`config.mk`:
```
export PLATFORM = sky130hd
export DESIGN_NAME = polyphase_interp
export DESIGN_NICKNAME = d
export VERILOG_FILES = /design/src/rtl/polyphase_pkg.sv /design/src/rtl/polyphase_tap_lane.sv /design/src/rtl/polyphase_ctrl.sv /design/src/rtl/polyphase_datapath.sv /design/src/rtl/polyphase_interp.sv
export SDC_FILE = /design/constraint.sdc
export NUM_CORES = 1
export LEC_CHECK = 0
export CAP_MARGIN = 5
export CELL_PAD_IN_SITES_DETAIL_PLACEMENT = 0
export CELL_PAD_IN_SITES_GLOBAL_PLACEMENT = 2
export CORE_MARGIN = 3
export CORE_UTILIZATION = 37
export CTS_BUF_LIST = sky130_fd_sc_hd__clkbuf_4
export CTS_CLUSTER_SIZE = 20
export DETAILED_ROUTE_END_ITERATION = 12
export GPL_TIMING_DRIVEN = 1
export PLACE_DENSITY = 0.89
export RECOVER_POWER = 50
export SLEW_MARGIN = 15
export SYNTH_ARGS = -nofsm -noshare
export SYNTH_HDL_FRONTEND = slang
export SYNTH_SLANG_ARGS = --single-unit
```
`constraint.sdc`:
```
create_clock -name clk -period 12.5 [get_ports clk]
set_input_delay 1.875 -clock clk [delete_from_list [all_inputs] [get_ports clk]]
set_output_delay 1.875 -clock clk [all_outputs]
set_load 0.01 [all_outputs]
```
`src/rtl/polyphase_pkg.sv`:
```
package polyphase_pkg;

  // Strobes issued by the control FSM to the datapath each cycle
  typedef struct packed {
    logic shiftIn;     // push the accepted sample into the delay line
    logic resetPhase;  // restart output sequencing at phase 0
    logic stepPhase;   // advance to the next phase
  } ctrlStrobe_t;

endpackage

```
`src/rtl/polyphase_tap_lane.sv`:
```
module polyphase_tap_lane #(
  parameter int DATA_W = 8,
  parameter int COEF_W = 8,
  parameter int ACC_W  = 18
) (
  input  logic signed [DATA_W-1:0] sample,
  input  logic signed [COEF_W-1:0] coef,
  output logic signed [ACC_W-1:0]  product
);

  // Signed product, sign-extended into the accumulator width
  always_comb begin
    product = ACC_W'(sample * coef);
  end

endmodule

```
`src/rtl/polyphase_ctrl.sv`:
```
module polyphase_ctrl
  import polyphase_pkg::*;
(
  input  logic        clk,
  input  logic        rstN,
  input  logic        inValid,
  output logic        inReady,
  output logic        outValid,
  input  logic        outReady,
  input  logic        lastPhase,
  output ctrlStrobe_t strobe
);

  logic busy;
  logic accept;
  logic fire;

  assign accept = inValid && !busy;
  assign fire   = busy && outReady;

  assign inReady  = !busy;
  assign outValid = busy;

  always_comb begin
    strobe            = '0;
    strobe.shiftIn    = accept;
    strobe.resetPhase = accept;
    strobe.stepPhase  = fire && !lastPhase;
  end

  always_ff @(posedge clk or negedge rstN) begin
    if (!rstN) begin
      busy <= 1'b0;
    end else if (accept) begin
      busy <= 1'b1;
    end else if (fire && lastPhase) begin
      busy <= 1'b0;
    end
  end

endmodule

```
`src/rtl/polyphase_datapath.sv`:
```
module polyphase_datapath
  import polyphase_pkg::*;
#(
  parameter int PHASES = 4,
  parameter int TAPS   = 3,
  parameter int DATA_W = 8,
  parameter int COEF_W = 8,
  parameter int OUT_W  = 12,
  parameter int SHIFT  = 6,
  parameter int ACC_W  = 18,
  parameter int PH_W   = 2
) (
  input  logic                          clk,
  input  logic                          rstN,
  input  ctrlStrobe_t                   strobe,
  input  logic [PHASES*TAPS*COEF_W-1:0] coefFlat,
  input  logic [DATA_W-1:0]             inData,
  output logic [PH_W-1:0]               phaseIdx,
  output logic                          lastPhase,
  output logic [OUT_W-1:0]              outData
);

  logic signed [DATA_W-1:0] history [TAPS];
  logic signed [ACC_W-1:0]  laneProd [TAPS];
  logic signed [ACC_W-1:0]  accSum;

  // Shared delay line, entry 0 holds the newest sample
  always_ff @(posedge clk or negedge rstN) begin
    if (!rstN) begin
      for (int k = 0; k < TAPS; k++) history[k] <= '0;
    end else if (strobe.shiftIn) begin
      history[0] <= inData;
      for (int k = 1; k < TAPS; k++) history[k] <= history[k-1];
    end
  end

  // Output phase counter
  always_ff @(posedge clk or negedge rstN) begin
    if (!rstN) begin
      phaseIdx <= '0;
    end else if (strobe.resetPhase) begin
      phaseIdx <= '0;
    end else if (strobe.stepPhase) begin
      phaseIdx <= phaseIdx + 1'b1;
    end
  end

  assign lastPhase = (phaseIdx == PH_W'(PHASES - 1));

  // One multiplier lane per tap; the coefficient is picked by the current phase
  for (genvar k = 0; k < TAPS; k++) begin : g_lane
    logic signed [COEF_W-1:0] laneCoef;
    assign laneCoef = coefFlat[(int'(phaseIdx) + k*PHASES)*COEF_W +: COEF_W];

    polyphase_tap_lane #(
      .DATA_W(DATA_W),
      .COEF_W(COEF_W),
      .ACC_W (ACC_W)
    ) u_lane (
      .sample (history[k]),
      .coef   (laneCoef),
      .product(laneProd[k])
    );
  end

  // Full-precision sum, then a fixed output window
  always_comb begin
    accSum = '0;
    for (int k = 0; k < TAPS; k++) accSum = accSum + laneProd[k];
  end

  assign outData = OUT_W'(accSum >>> SHIFT);

endmodule

```
`src/rtl/polyphase_interp.sv`:
```
module polyphase_interp
  import polyphase_pkg::*;
#(
  parameter int PHASES = 4,
  parameter int TAPS   = 3,
  parameter int DATA_W = 8,
  parameter int COEF_W = 8,
  parameter int OUT_W  = 12,
  parameter int SHIFT  = 6
) (
  input  logic                          clk,
  input  logic                          rstN,
  input  logic [PHASES*TAPS*COEF_W-1:0] coefFlat,
  input  logic                          inValid,
  output logic                          inReady,
  input  logic [DATA_W-1:0]             inData,
  output logic                          outValid,
  input  logic                          outReady,
  output logic [OUT_W-1:0]              outData
);

  localparam int ACC_W = DATA_W + COEF_W + $clog2(TAPS + 1);
  localparam int PH_W  = (PHASES > 1) ? $clog2(PHASES) : 1;

  ctrlStrobe_t     strobe;
  logic [PH_W-1:0] phaseIdx;
  logic            lastPhase;

  polyphase_ctrl u_ctrl (
    .clk      (clk),
    .rstN     (rstN),
    .inValid  (inValid),
    .inReady  (inReady),
    .outValid (outValid),
    .outReady (outReady),
    .lastPhase(lastPhase),
    .strobe   (strobe)
  );

  polyphase_datapath #(
    .PHASES(PHASES),
    .TAPS  (TAPS),
    .DATA_W(DATA_W),
    .COEF_W(COEF_W),
    .OUT_W (OUT_W),
    .SHIFT (SHIFT),
    .ACC_W (ACC_W),
    .PH_W  (PH_W)
  ) u_dp (
    .clk      (clk),
    .rstN     (rstN),
    .strobe   (strobe),
    .coefFlat (coefFlat),
    .inData   (inData),
    .phaseIdx (phaseIdx),
    .lastPhase(lastPhase),
    .outData  (outData)
  );

endmodule

```
==> run metrics <==
run status finished, violations left; failing checks max-capacitance violations, max-slew violations; Overflow after GRT 0; Final setup viols 0; CTS sink cnt 27; vias in the first global route around 8000; commonest non-fill, non-tap cell in the layout inv_1; Top FF cell, synth dfrtp_1; Critical Path RT about 11 ns; Final ANT Viol Nets 0; site row count 60; Syn. warnings 0; fillers between 2000 and 3000; Fin. Hold Viols 0; CP max FO 8; drt via density ~4.8; Gate Count Post-Synth about 1100; Tightest Hold Check Type register to register; final worst-path cycle share around nine tenths; max-cap violation count 2; largest family of logic cells by synthesized area adder cells; FF+latch count, synth 27; area of the core 27030 sq um; DP Wirelength around 21000 microns; H-tree lvl count 1; Clock Root Buffer clkbuf_4; skew final slightly below 0.02 ns; number of I/O port buffers between 100 and 150; hold_buf cts 0; Final min period around 11 ns; CTS max path bufs 2; multiplexer share of the synthesized area ~8%; syn nets roughly 1500; Post-synth EDFFs 0; CP Launch Type input port; Setup TNS 0 ns; Clock Latency Late Sink ~0.36 ns; global-route wire length before repair 41880 microns; count of pins over their slew limit 53; Area after DPL about 12000 sq um; Die Height 172.1 microns; Yosys cell types 50; mapped cell area 10210 sq um; Resized Gates After CTS 0; initial antenna violation count 1; final instance area between 10000 and 15000 sq um; synthesized area per cell between 9 and 10 sq um; Rel. slew slack -14.94%; final wirelength 24050 microns; pin count of the biggest net entering global routing 31; Synth Area in Simple Gates between 10% and 20%; Post-synth ARST share 100.0%; # DRC 0; layout cells sized above 1 under 10%; adder-cell area share of the yosys netlist around 48%; most frequent cells in the layout inv_1, fa_1, clkdlybuf4s50_1; Synth Area in XOR/XNOR under 10%; DR vias around 7500; kind of critical path input port to output port; complex-gate fraction of the synthesized area 6.738%; area grow syn2layout 15.88%; Arr. time, crit path 9.62 ns; DRT Pass-1 Iters 4; RSZ-0062 raised after global routing no; overall routing resource usage ~17%; initial core utilization about 38%; nets around 1600; full die area slightly below 30000 sq um; post-synthesis sequential area ratio 6.615%; highest clock rate around 87 MHz; CTS Buf Count 3; worst-margin pin slew around 1.7 ns; CTS tree yes; Reg clk slew, reported paths roughly 0.19 ns; post-CTS setup buffer count 0; DRT iter0 DRCs roughly 260; GPL Wtd Cong roughly 0.79; Die Wd approximately 170 microns; I/O pin cnt ~120; critical path capture point type output port; drt wl/cell between 15 and 20 microns
==> area by class of cell <==
type	instances	area, sq um	share of cell area (%)
diodes	1	2.502	0.02114
repair buffers	126	1241	10.49
multi-input cells	763	8343	70.49
flip-flops and latches	27	676.9	5.719
clock buffers	4	30.03	0.2537
inverters	297	1115	9.420
well taps	341	426.7	3.605
==> kinds of logic after synthesis <==
logic type,count (synthesis)
multiplexers,52
adder cells (fa/ha/maj),284
AO/OA/AOI/OAI,97
buffers and inverters,317
flip-flops,27
AND/OR/NAND/NOR,273
XOR/XNOR,57
==> sequential cells by signal, indices dropped and copies added (netlist names) <==
signal and flops:
u_dp.history 24, u_dp.phaseIdx 2, u_ctrl.outValid 1
==> synthesized netlist by cell type (7+ instances only) <==
cell type,number,share of area (%)
inv_1,297,11
fa_1,180,35
and2_1,115,7.0
ha_1,104,13
nand2_1,68,2.5
xnor2_1,40,3.4
nor2_1,39,1.4
a21oi_1,29,1.4
dfrtp_1,27,6.6
mux2_2,27,3.0
mux4_2,21,4.6
xor2_1,17,1.5
nand2b_1,14,0.86
a21o_1,11,0.81
buf_1,11,0.40
o21bai_1,11,0.81
nor2b_1,8,0.49
o21ai_0,8,0.39
nand3_1,7,0.34
==> worst paths after layout <==
check	startpoint	endpoint	slack (ns)	cells after the start
max in group asynchronous	rstN	u_dp.phaseIdx[0]	8.93	2
setup / recovery	coefFlat[35]	outData[8]	1.01	25
setup reg to reg	u_ctrl.outValid	u_dp.history[18]	10.18	3
hold reg to reg	u_ctrl.outValid	u_ctrl.outValid	0.60	1
hold / removal	u_ctrl.outValid	u_ctrl.outValid	0.60	1
min in group asynchronous	rstN	u_dp.history[16]	2.48	2
==> worst max-delay path, cell delays in order <==
cell and delay (ns):
clkdlybuf4s50_1 0.46, mux4_2 0.61, and2_1 0.23, fa_1 0.51, inv_1 0.06, fa_1 0.53, inv_1 0.05, fa_1 0.47
inv_1 0.05, fa_1 0.47, inv_1 0.04, ha_1 0.33, a21oi_1 0.27, o21bai_1 0.13, a2111oi_0 0.68, nor2_1 0.18
a311oi_1 0.41, fa_1 0.47, inv_1 0.07, ha_1 0.28, inv_1 0.16, nor3_1 0.07, a2111oi_0 0.50, o311ai_2 0.19
clkdlybuf4s50_1 0.51
==> per-stage QoR <==
step	utilization [%]	hold WS [ns]	instances	setup WS, ns
floorplan	-	0.5673	1107	2.599
global placement	43.71	0.5877	1554	1.053
detailed placement	43.71	0.5898	1554	1.018
CTS	43.82	0.6156	1558	1.003
global route	43.79	0.6508	1559	0.5624
finish	43.79	0.6035	1559	1.008
==> metal layers <==
metal	global-route usage [%]	part of all wire, %	up-vias
met5	0	0	-
met4	1.007	0.23	0
met3	0.9602	3.2	3
met2	30.80	49	106
met1	25.13	47	3746
li1	-	-	3623
Power is left out: the tool's default activity adds up to more than one toggle a clock period on the data nets, which glitch-free logic cannot reach.
